--- config.mk ---
export PLATFORM = sky130hd
export DESIGN_NAME = assoc_victim_cache
export DESIGN_NICKNAME = d
export VERILOG_FILES = /design/src/rtl/avc_pkg.sv /design/src/rtl/avc_tag_match.sv /design/src/rtl/avc_lru.sv /design/src/rtl/assoc_victim_cache.sv
export SDC_FILE = /design/constraint.sdc
export NUM_CORES = 2
export LEC_CHECK = 0
export BUFFER_PORTS_ARGS = -buffer_cell sky130_fd_sc_hd__buf_2
export CORE_ASPECT_RATIO = 1.1
export CORE_MARGIN = 10
export CORE_UTILIZATION = 45
export DETAILED_ROUTE_END_ITERATION = 12
export GPL_TIMING_DRIVEN = 0
export HOLD_SLACK_MARGIN = 0.15
export SYNTH_ARGS = -nofsm -noshare
export SYNTH_HDL_FRONTEND = slang
export SYNTH_HIERARCHICAL = 1
export SYNTH_SLANG_ARGS = --single-unit
--- constraint.sdc ---
create_clock -name clk -period 16.2 [get_ports clk]
set_input_delay 3.24 -clock clk [delete_from_list [all_inputs] [get_ports clk]]
set_output_delay 3.24 -clock clk [all_outputs]
set_load 0.05 [all_outputs]
--- src/rtl/avc_pkg.sv ---
package avc_pkg;
  typedef enum logic [1:0] {
    ST_IDLE,
    ST_FILL,
    ST_WRITE
  } avc_state_e;
endpackage

--- src/rtl/avc_tag_match.sv ---
// Parallel tag comparator: one equality compare per entry, reduced to a hit and an index.
module avc_tag_match #(
  parameter int N     = 4,
  parameter int TAG_W = 29,
  localparam int IDX_W = (N > 1) ? $clog2(N) : 1
) (
  input  logic [N-1:0][TAG_W-1:0] tags,
  input  logic [N-1:0]            live,
  input  logic [TAG_W-1:0]        key,
  output logic                    hit,
  output logic [IDX_W-1:0]        idx
);
  logic [N-1:0] match;

  for (genvar g = 0; g < N; g++) begin : g_cmp
    assign match[g] = live[g] && (tags[g] == key);
  end

  always_comb begin
    idx = '0;
    for (int i = N - 1; i >= 0; i--) begin
      if (match[i]) idx = IDX_W'(i);
    end
  end

  assign hit = |match;
endmodule

--- src/rtl/avc_lru.sv ---
// Age-counter replacement: the ages form a permutation; age 0 is most recent.
module avc_lru #(
  parameter int N = 4,
  localparam int IDX_W = (N > 1) ? $clog2(N) : 1
) (
  input  logic             clk,
  input  logic             rst,
  input  logic             touch,
  input  logic [IDX_W-1:0] touch_idx,
  input  logic [N-1:0]     live,
  output logic [IDX_W-1:0] lru_idx
);
  logic [N-1:0][IDX_W-1:0] age;

  always_ff @(posedge clk) begin
    if (rst) begin
      for (int i = 0; i < N; i++) age[i] <= IDX_W'(i);
    end else if (touch) begin
      for (int i = 0; i < N; i++) begin
        if (IDX_W'(i) == touch_idx) age[i] <= '0;
        else if (age[i] < age[touch_idx]) age[i] <= age[i] + 1'b1;
      end
    end
  end

  always_comb begin
    logic found;
    found   = 1'b0;
    lru_idx = '0;
    for (int i = 0; i < N; i++) begin
      if (!live[i] && !found) begin
        lru_idx = IDX_W'(i);
        found   = 1'b1;
      end
    end
    if (!found) begin
      for (int i = 0; i < N; i++) begin
        if (age[i] == IDX_W'(N - 1)) lru_idx = IDX_W'(i);
      end
    end
  end
endmodule

--- src/rtl/assoc_victim_cache.sv ---
module assoc_victim_cache #(
  parameter int ADDR_W     = 32,
  parameter int DATA_W     = 32,
  parameter int MAIN_LINES = 4,
  parameter int VICT_LINES = 4
) (
  input  logic                  clk,
  input  logic                  rst,
  input  logic                  cpu_req,
  input  logic                  cpu_we,
  input  logic [ADDR_W-1:0]     cpu_addr,
  input  logic [DATA_W-1:0]     cpu_wdata,
  output logic                  cpu_stall,
  output logic                  cpu_done,
  output logic                  cpu_hit,
  output logic [DATA_W-1:0]     cpu_rdata,
  output logic                  mem_req,
  output logic                  mem_we,
  output logic [ADDR_W-1:0]     mem_addr,
  output logic [DATA_W-1:0]     mem_wdata,
  input  logic                  mem_ready,
  input  logic [2*DATA_W-1:0]   mem_rdata
);
  import avc_pkg::*;

  localparam int OFF    = $clog2(DATA_W / 8);
  localparam int TAG_W  = ADDR_W - OFF - 1;
  localparam int MIDX_W = (MAIN_LINES > 1) ? $clog2(MAIN_LINES) : 1;
  localparam int VIDX_W = (VICT_LINES > 1) ? $clog2(VICT_LINES) : 1;

  avc_state_e state;

  logic [MAIN_LINES-1:0][TAG_W-1:0]  m_tag;
  logic [MAIN_LINES-1:0][DATA_W-1:0] m_d0, m_d1;
  logic [MAIN_LINES-1:0]             m_ve, m_vo;
  logic [VICT_LINES-1:0][TAG_W-1:0]  v_tag;
  logic [VICT_LINES-1:0][DATA_W-1:0] v_d0, v_d1;
  logic [VICT_LINES-1:0]             v_ve, v_vo;
  logic [VIDX_W-1:0]                 v_ptr, v_ptr_nx;

  logic [ADDR_W-1:0] q_addr;
  logic [MIDX_W-1:0] q_slot;
  logic              q_reuse, q_vkill;
  logic [VIDX_W-1:0] q_vidx;

  logic [TAG_W-1:0]  key;
  logic              sel;
  logic              mhit, vhit, m_word_ok, v_word_ok;
  logic [MIDX_W-1:0] midx, lru_idx, touch_idx;
  logic [VIDX_W-1:0] vidx;
  logic              touch;

  assign key      = cpu_addr[ADDR_W-1:OFF+1];
  assign sel      = cpu_addr[OFF];
  assign v_ptr_nx = (v_ptr == VIDX_W'(VICT_LINES - 1)) ? '0 : v_ptr + 1'b1;

  avc_tag_match #(.N(MAIN_LINES), .TAG_W(TAG_W)) i_main_cmp (
    .tags(m_tag), .live(m_ve | m_vo), .key(key), .hit(mhit), .idx(midx)
  );

  avc_tag_match #(.N(VICT_LINES), .TAG_W(TAG_W)) i_vict_cmp (
    .tags(v_tag), .live(v_ve | v_vo), .key(key), .hit(vhit), .idx(vidx)
  );

  avc_lru #(.N(MAIN_LINES)) i_lru (
    .clk(clk), .rst(rst), .touch(touch), .touch_idx(touch_idx),
    .live(m_ve | m_vo), .lru_idx(lru_idx)
  );

  assign m_word_ok = mhit && (sel ? m_vo[midx] : m_ve[midx]);
  assign v_word_ok = vhit && (sel ? v_vo[vidx] : v_ve[vidx]);

  // Recency update: every hit, allocation, swap and fill makes its slot newest.
  always_comb begin
    touch     = 1'b0;
    touch_idx = lru_idx;
    if (state == ST_IDLE && cpu_req) begin
      if (!cpu_we) begin
        if (m_word_ok) begin
          touch     = 1'b1;
          touch_idx = midx;
        end else if (v_word_ok) begin
          touch = 1'b1;
        end
      end else if (mhit) begin
        touch     = 1'b1;
        touch_idx = midx;
      end else if (!vhit) begin
        touch = 1'b1;
      end
    end else if (state == ST_FILL && mem_ready) begin
      touch     = 1'b1;
      touch_idx = q_slot;
    end
  end

  always_ff @(posedge clk) begin
    if (rst) begin
      state     <= ST_IDLE;
      m_ve      <= '0;
      m_vo      <= '0;
      v_ve      <= '0;
      v_vo      <= '0;
      v_ptr     <= '0;
      cpu_stall <= 1'b0;
      cpu_done  <= 1'b0;
      cpu_hit   <= 1'b0;
      cpu_rdata <= '0;
      mem_req   <= 1'b0;
      mem_we    <= 1'b0;
      mem_addr  <= '0;
      mem_wdata <= '0;
    end else begin
      cpu_done <= 1'b0;
      case (state)
        ST_IDLE: if (cpu_req) begin
          q_addr <= cpu_addr;
          if (!cpu_we) begin
            if (m_word_ok) begin
              cpu_rdata <= sel ? m_d1[midx] : m_d0[midx];
              cpu_hit   <= 1'b1;
              cpu_done  <= 1'b1;
            end else if (v_word_ok) begin
              cpu_rdata        <= sel ? v_d1[vidx] : v_d0[vidx];
              cpu_hit          <= 1'b1;
              cpu_done         <= 1'b1;
              m_tag[lru_idx]   <= v_tag[vidx];
              m_ve[lru_idx]    <= v_ve[vidx];
              m_vo[lru_idx]    <= v_vo[vidx];
              m_d0[lru_idx]    <= v_d0[vidx];
              m_d1[lru_idx]    <= v_d1[vidx];
              v_tag[vidx]      <= m_tag[lru_idx];
              v_ve[vidx]       <= m_ve[lru_idx];
              v_vo[vidx]       <= m_vo[lru_idx];
              v_d0[vidx]       <= m_d0[lru_idx];
              v_d1[vidx]       <= m_d1[lru_idx];
            end else begin
              state     <= ST_FILL;
              cpu_stall <= 1'b1;
              mem_req   <= 1'b1;
              mem_we    <= 1'b0;
              mem_addr  <= {key, {(OFF + 1){1'b0}}};
              q_slot    <= mhit ? midx : lru_idx;
              q_reuse   <= mhit;
              q_vkill   <= vhit;
              q_vidx    <= vidx;
            end
          end else begin
            state     <= ST_WRITE;
            cpu_stall <= 1'b1;
            mem_req   <= 1'b1;
            mem_we    <= 1'b1;
            mem_addr  <= cpu_addr;
            mem_wdata <= cpu_wdata;
            if (mhit) begin
              cpu_hit <= 1'b1;
              if (sel) begin m_d1[midx] <= cpu_wdata; m_vo[midx] <= 1'b1; end
              else     begin m_d0[midx] <= cpu_wdata; m_ve[midx] <= 1'b1; end
            end else if (vhit) begin
              cpu_hit <= 1'b1;
              if (sel) begin v_d1[vidx] <= cpu_wdata; v_vo[vidx] <= 1'b1; end
              else     begin v_d0[vidx] <= cpu_wdata; v_ve[vidx] <= 1'b1; end
            end else begin
              cpu_hit <= 1'b0;
              if (m_ve[lru_idx] || m_vo[lru_idx]) begin
                v_tag[v_ptr] <= m_tag[lru_idx];
                v_ve[v_ptr]  <= m_ve[lru_idx];
                v_vo[v_ptr]  <= m_vo[lru_idx];
                v_d0[v_ptr]  <= m_d0[lru_idx];
                v_d1[v_ptr]  <= m_d1[lru_idx];
                v_ptr        <= v_ptr_nx;
              end
              m_tag[lru_idx] <= key;
              m_ve[lru_idx]  <= !sel;
              m_vo[lru_idx]  <= sel;
              if (sel) m_d1[lru_idx] <= cpu_wdata;
              else     m_d0[lru_idx] <= cpu_wdata;
            end
          end
        end
        ST_FILL: if (mem_ready) begin
          state     <= ST_IDLE;
          mem_req   <= 1'b0;
          cpu_stall <= 1'b0;
          cpu_done  <= 1'b1;
          cpu_hit   <= 1'b0;
          cpu_rdata <= q_addr[OFF] ? mem_rdata[2*DATA_W-1:DATA_W] : mem_rdata[DATA_W-1:0];
          if (q_vkill) begin
            v_ve[q_vidx] <= 1'b0;
            v_vo[q_vidx] <= 1'b0;
          end
          if (!q_reuse && (m_ve[q_slot] || m_vo[q_slot])) begin
            v_tag[v_ptr] <= m_tag[q_slot];
            v_ve[v_ptr]  <= m_ve[q_slot];
            v_vo[v_ptr]  <= m_vo[q_slot];
            v_d0[v_ptr]  <= m_d0[q_slot];
            v_d1[v_ptr]  <= m_d1[q_slot];
            v_ptr        <= v_ptr_nx;
          end
          m_tag[q_slot] <= q_addr[ADDR_W-1:OFF+1];
          m_ve[q_slot]  <= 1'b1;
          m_vo[q_slot]  <= 1'b1;
          m_d0[q_slot]  <= mem_rdata[DATA_W-1:0];
          m_d1[q_slot]  <= mem_rdata[2*DATA_W-1:DATA_W];
        end
        ST_WRITE: if (mem_ready) begin
          state     <= ST_IDLE;
          mem_req   <= 1'b0;
          mem_we    <= 1'b0;
          cpu_stall <= 1'b0;
          cpu_done  <= 1'b1;
        end
        default: state <= ST_IDLE;
      endcase
    end
  end
endmodule

* After elaboration in Yosys (flattened, before gate mapping)
Index checks and enable logic that the tools add are counted.
Storage, ports and cells: bits in registers 910, bits of input ports 133, output and inout bits 101, logic and storage cells 497
Operators by class: add/sub/neg operators 5, magnitude comparators 17, equal/unequal tests 46, mux-type cells 301, bitwise gates (word level) 15, reductions and logical operators 67
Operators with widths (count):
- 128-bit 2-to-1 mux | 38
- 128-bit bitwise mux | 16
- 116-bit 2-to-1 mux | 16
- 128-bit case mux with 2 select lines | 4
- 32-bit 2-to-1 mux | 24
- 116-bit bitwise mux | 6
- 32-bit binary-select mux with 2-bit select | 8
- 116-bit case mux with 2 select lines | 2
- 32-bit demux with 2-bit select | 5
- 29-bit demux with 2-bit select | 4
- 29-bit == test | 8
- 29-bit 2-to-1 mux | 7
- 4-bit 2-to-1 mux | 44
- 29-bit binary-select mux with 2-bit select | 3
- 2-bit 2-to-1 mux | 42
- 32-bit case mux with 2 select lines | 1
- 1-bit 2-to-1 mux | 46
- 4-bit bitwise mux | 10
- 4-bit != test (second input constant) | 8
- 4-bit bitwise OR | 8
- 4-bit case mux with 2 select lines | 4
- 8-bit AND reduction | 4
- 10-bit AND reduction | 3
- 1-bit logical AND | 22
- 34 further kinds | 118

* Depth between registers and ports, before layout
word-level depth 26, mapped depth 24, gate-level depth less buffers 19

* Hierarchy
The synthesis kept the hierarchy.
By module, submodules not included:
- assoc_victim_cache | times used 1, cells each 4347, area an instance 50801.2 µm², seq. area each 25824.8 µm²
- avc_tag_match | times used 2, cells each 173, area an instance 1361.3 µm², seq. area each 0.0 µm²
- avc_lru | times used 1, cells each 84, area an instance 755.7 µm², seq. area each 160.2 µm²

* Worst setup path after synthesis
Ideal clock, no wire load.
kind input to register, from input cpu_addr[10], to register i_lru/age[2] (netlist bit), library setup time 122 ps, data arrival time 7692 ps, required time 16078 ps, slack 8386 ps, stages 23, path buffers 4, path through buf_2 -> xor2_1 -> nor4_1 -> nand4_1 -> or4_4 -> nor2b_4 -> nor2_2 -> mux2_1 -> o221ai_2 -> buf_2 -> buf_2 -> o31ai_1 -> nand2_1 -> o22ai_1 -> a31oi_1 -> buf_6 -> mux4_1 -> inv_1 -> ha_1 -> nor2_1 -> and2_1 -> o21ai_0 -> a221o_1
Between the ends: cells in the longest elaborated chain, start to end 18, elaborated cells on any way between the ends 55, those cells by class 1 x order compare; 9 x eq/ne; 31 x mux; 14 x reduce/logical
RTL lines:
- from (decl) | RTL line assoc_victim_cache.sv:11 | input logic [ADDR_W-1:0] cpu_addr,
- 29-bit == test | RTL line avc_tag_match.sv:16 | assign match[g] = live[g] && (tags[g] == key);
- 1-bit logical AND | RTL line avc_tag_match.sv:16
- 2-bit 2-to-1 mux (3 in a row) | RTL line avc_tag_match.sv:22 | if (match[i]) idx = IDX_W'(i);
- 2-bit 2-to-1 mux * | RTL line avc_tag_match.sv:22
- via midx[1] | RTL line assoc_victim_cache.sv:49 | logic [MIDX_W-1:0] midx, lru_idx, touch_idx;
- 1-bit binary-select mux with 2-bit select | RTL line assoc_victim_cache.sv:70 | assign m_word_ok = mhit && (sel ? m_vo[midx] : m_ve[midx]);
- 1-bit 2-to-1 mux (implied by the code) | RTL line assoc_victim_cache.sv:70
- 1-bit 2-to-1 mux * | RTL line assoc_victim_cache.sv:70
- [... 2 more ...]
- 2-bit 2-to-1 mux * | RTL line assoc_victim_cache.sv:78 | if (!cpu_we) begin
- 2-bit 2-to-1 mux * | RTL line assoc_victim_cache.sv:77 | if (state == ST_IDLE && cpu_req) begin
- via touch_idx[0] | RTL line assoc_victim_cache.sv:49
- 2-bit binary-select mux with 2-bit select | RTL line avc_lru.sv:21 | else if (age[i] < age[touch_idx]) age[i] <= age[i] + 1'b1;
- 2-bit 2-to-1 mux (implied by the code) | RTL line avc_lru.sv:21
- 2-bit less-than comparator | RTL line avc_lru.sv:21
- 2-bit nonzero test (no line)
- 2-bit AND reduction (no line)
- to (signal, indexed assignment) | RTL line avc_lru.sv:20 | if (IDX_W'(i) == touch_idx) age[i] <= '0;
- to (decl) | RTL line avc_lru.sv:13 | logic [N-1:0][IDX_W-1:0] age;
Mark *: on every way through the listed nets, which the timed path passes. The rest lies on a longest branch. The select of a mux whose other input is x is not followed. A chain may end at the register's enable or synchronous reset.

* Worst setup path in the final report
from input cpu_addr[26], to register i_lru/age[2] (netlist bit)
Between the ends: cells in the longest elaborated chain, start to end 18, elaborated cells on any way between the ends 55, those cells by class 1 x order compare; 9 x eq/ne; 31 x mux; 14 x reduce/logical
RTL lines (RTL line):
- 29-bit == test | avc_tag_match.sv:16
- 1-bit logical AND | avc_tag_match.sv:16
- 2-bit 2-to-1 mux (3 in a row) | avc_tag_match.sv:22
- 2-bit 2-to-1 mux * | avc_tag_match.sv:22
- via midx[0] | assoc_victim_cache.sv:49
- 1-bit binary-select mux with 2-bit select | assoc_victim_cache.sv:70
- 1-bit 2-to-1 mux (implied by the code) | assoc_victim_cache.sv:70
- 1-bit 2-to-1 mux | assoc_victim_cache.sv:70
- [... 2 more ...]
- 2-bit 2-to-1 mux * | assoc_victim_cache.sv:78
- 2-bit 2-to-1 mux * | assoc_victim_cache.sv:77
- via touch_idx[0] | assoc_victim_cache.sv:49
- 2-bit binary-select mux with 2-bit select | avc_lru.sv:21
- 2-bit 2-to-1 mux (implied by the code) | avc_lru.sv:21
- 2-bit less-than comparator | avc_lru.sv:21
- 2-bit nonzero test (no line)
- 2-bit AND reduction (no line)
Marks and branches as above.

==> reports/summary.txt <==
Status -> complete, but fails checks
Failing checks -> max-capacitance violations, max-slew violations
Synthesis Warnings -> 6
Worst EP arrival -> 10.66 ns
Sink Count -> 908
Setup TNS Final -> 0 ns
Final Hold Viols -> 0
Synth top area share -> 43.15%
DP Wirelength -> 210.3 mm
Post-synthesis compound-gate area fraction -> 17.51%
Nets -> 5261
Largest family of logic cells by synthesized area -> compound AO/OA/AOI/OAI gates
Antenna violations before repair -> 22
Slew Viols, Final -> 63
Fillers -> 10737
Post-DR wirelength/cell -> 42.68 um
Worst slew margin relative to its limit -> -8.025%
Top-count cell post-synth -> edfxtp_1
Clk_skew -> 0.05331 ns
Reg2reg start -> m_tag[110]$_DFFE_PP_
Required time of the worst setup path -> 16.81 ns
H-tree levels -> 3
Synth area leaders -> edfxtp_1, mux4_2, nand2_1
Reg2reg setup slack -> 8.47 ns
Worst Hold Launch -> mem_addr[11]$_SDFFE_PP0P_
Syn Std Cell Area -> 0.05428 mm2
Max VDD drop -> 97.07 uV
Deepest clock path buffer count -> 3
RSZ-0062 raised after global routing -> no
Beginning of the critical path -> cpu_addr[26]
Clock buffer count from CTS -> 102
Die width -> 351.1 um
CP max FO -> 11
Syn nets -> 4926
Worst hold path type -> reg2reg
CP startpoint kind -> input pin
Vias per cell -> 7.560
Clk slew on worst S/H paths -> 0.06 ns
Adder-cell share of the synthesized area -> 0.3688%
Root Buffer -> clkbuf_16
Top_reg_cell synth -> edfxtp_1
Hold path cells -> 2
Overflow after GRT -> 0
# resized after CTS -> 0
Drt total wl -> 289.0 mm
Antenna viol nets, final -> 0
Ports -> 234
First-pass GRT wire length -> 388.0 mm
Setup CP Type -> in2reg
Yosys top cell by area -> edfxtp_1
Leak -> 19.98 nW
Max_cap viols -> 7
Chip height -> 384.3 um
Avg Inst Size Synth -> 11.36 um2
Critical path endpoint category -> flip-flop
Total power -> 0.009035 W
Syn Inst Count -> 4777
GRT busiest layer -> met2
Post-synthesis xor/xnor area fraction -> 3.550%
Vias in the first global route -> 49367
Clock latency on the worst-skew pair -> 0.76 ns
Post-synth ARST share -> 0%
Fin crit share -> 62.06%
Vias -> 51197
Pre-Repair DR Iteration Count -> 9
Register area share after synthesis -> 47.87%
GRT Total Usage -> 41.44%
Layout cell share with drive strength beyond 1 -> 18.16%
Min-Delay Endpoint -> mem_addr[11]$_SDFFE_PP0P_
Least-Margin Pin Slew -> 1.620 ns
Met2 Usage GRT -> 62.39%
DRC viols -> 0
CTS Hold Bufs -> 0
CTS tree -> built
Core area -> 0.1196 mm2
Row cnt -> 133
Max Fclk -> 99.46 MHz
Flops & latches, synth -> 908
Post-synthesis mux area share -> 16.64%
Pin count of the biggest net entering global routing -> 24
Met3 Track Usage GR -> 15.48%
Final setup viols -> 0
Placer Congestion -> 1.039
Starting density of the core -> 45.37%
DR iter-0 viols -> 8907
I/O Buffers -> 201
Minimum clock period -> 10.05 ns
Commonest cells post-synth -> edfxtp_1, nand2_1, mux4_2
Post-CTS Setup Inserts -> 0
Reg2reg path depth -> 23
P per Cell Area -> 147.2 mW/mm2
Die area -> 0.1349 mm2
Reg2reg end -> i_lru/age[2]$_SDFFE_PP1P_
Post-DP Area -> 0.05802 mm2
Area delta synth->final -> 13.07%
Synth cell types -> 96
EDFF count, synth -> 780
Simple-gate share of the synthesized area -> 10.20%
Met1 Use GR -> 46.26%
Final Cell Area -> 0.06138 mm2
critical path, stage by stage:
cell and delay, ns:
buf_2 0.22, xnor2_1 0.66, nand4_1 0.34, nor4_1 0.65, and4_4 0.39, nand2_1 0.06, a21boi_1 0.33, buf_2 0.49
nand2_1 0.12, o221ai_2 0.59, buf_2 0.51, buf_2 0.46, o31ai_1 0.16, nand2_1 0.19, o22ai_1 0.10, a31oi_1 0.24
buf_6 0.18, mux4_1 0.54, inv_1 0.15, ha_1 0.27, nor2_1 0.12, and2_1 0.16, o21ai_0 0.08, a221o_1 0.34
registers in the layout, indices dropped and copies added (netlist names), 4 cells and up:
register and cells:
v_tag 116, m_d1 128, i_lru/age 8, m_ve 4, m_tag 116, v_d1 128, v_d0 128, v_vo 4
mem_addr 32, mem_wdata 32, cpu_rdata 32, v_ve 4, m_d0 128, m_vo 4, q_addr 30
power by group:
part | switching, W | leakage, nW | internal, W
Clock | 0.00106 | 1.62 | 0.00133
Combinational | 0.00256 | 10.4 | 0.00107
Sequential | 0.000138 | 7.93 | 0.00287
layer usage:
layer / wire [um] / vias to the layer above
li1: - / 19577
met1: 93380 / 25129
met2: 126100 / 4920
met3: 40060 / 1547
met5: 182 / -
met4: 29340 / 24
logic make-up after synthesis:
family	count (synthesis)
flops	908
compound gates	1398
buf+inv	508
fa+ha+maj	16
simple gates	1265
mux	462
xor+xnor	220
per-stage QoR:
| stage | setup WS (ns) | cells | util [%] | hold slack, ns |
|---|---|---|---|---|
| after floorplan | 8.386 | 4777 | - | 0.4755 |
| after global placement | 3.974 | 6530 | 47.83 | 0.4382 |
| after detailed placement | 5.907 | 6559 | 48.50 | 0.4433 |
| after CTS | 6.667 | 6749 | 51.23 | 0.4517 |
| after global routing | 6.179 | 6752 | 51.26 | 0.4721 |
| final | 6.146 | 6772 | 51.30 | 0.4518 |
cells in the final DEF (no fill, tap or decap), drive strengths merged, types with 6 or more instances in the layout:
master / synthesis / final
a31oi: 16 / 16
or2: 12 / 12
a21oi: 269 / 269
mux4: 351 / 351
nand2: 696 / 696
and2: 11 / 11
xnor2: 138 / 138
clkbuf: 350 / 499
diode: 0 / 22
o311ai: 7 / 7
inv: 34 / 38
edfxtp: 780 / 780
nand2b: 24 / 24
nor2b: 20 / 20
nor2: 207 / 207
a22oi: 260 / 260
a221oi: 34 / 34
a32o: 35 / 35
mux2i: 105 / 105
nand4: 38 / 38
o21ai: 222 / 222
nand3b: 6 / 6
a311oi: 6 / 6
nor3: 44 / 44
a22o: 116 / 116
mux2: 6 / 6
a2bb2oi: 31 / 31
xor2: 82 / 82
ha: 16 / 16
o31ai: 17 / 17
o22ai: 265 / 265
clkinv: 1 / 34
dfxtp: 128 / 128
bufinv: 0 / 6
a211oi: 10 / 10
a32oi: 64 / 64
nand3: 154 / 154
nor4: 29 / 29
buf: 123 / 350
layout make-up:
| type | count | area (um2) | area share, % |
|---|---|---|---|
| Inverter | 35 | 131.4 | 0.2140 |
| Tap cell | 1552 | 1942 | 3.164 |
| Clock inverter | 45 | 396.6 | 0.6462 |
| Antenna cell | 22 | 55.05 | 0.08970 |
| Clock buffer | 145 | 2877 | 4.687 |
| Sequential cell | 908 | 25980 | 42.34 |
| Buffer | 473 | 1976 | 3.219 |
| Multi-Input combinational cell | 3361 | 26420 | 43.04 |
| Timing Repair Buffer | 231 | 1599 | 2.605 |
worst max-delay path by stage:
stage	end	slack (ns)
2_1_floorplan	i_lru/age[2]$_SDFFE_PP1P_	8.39
3_3_place_gp	m_d1[107]$_DFFE_PP_	3.97
3_5_place_dp	i_lru/age[6]$_SDFFE_PP1P_	5.91
4_1_cts	i_lru/age[2]$_SDFFE_PP1P_	6.67
5_1_grt	i_lru/age[2]$_SDFFE_PP1P_	6.18
6_report	i_lru/age[2]$_SDFFE_PP1P_	6.15
Power figures use the tool's default switching activity.
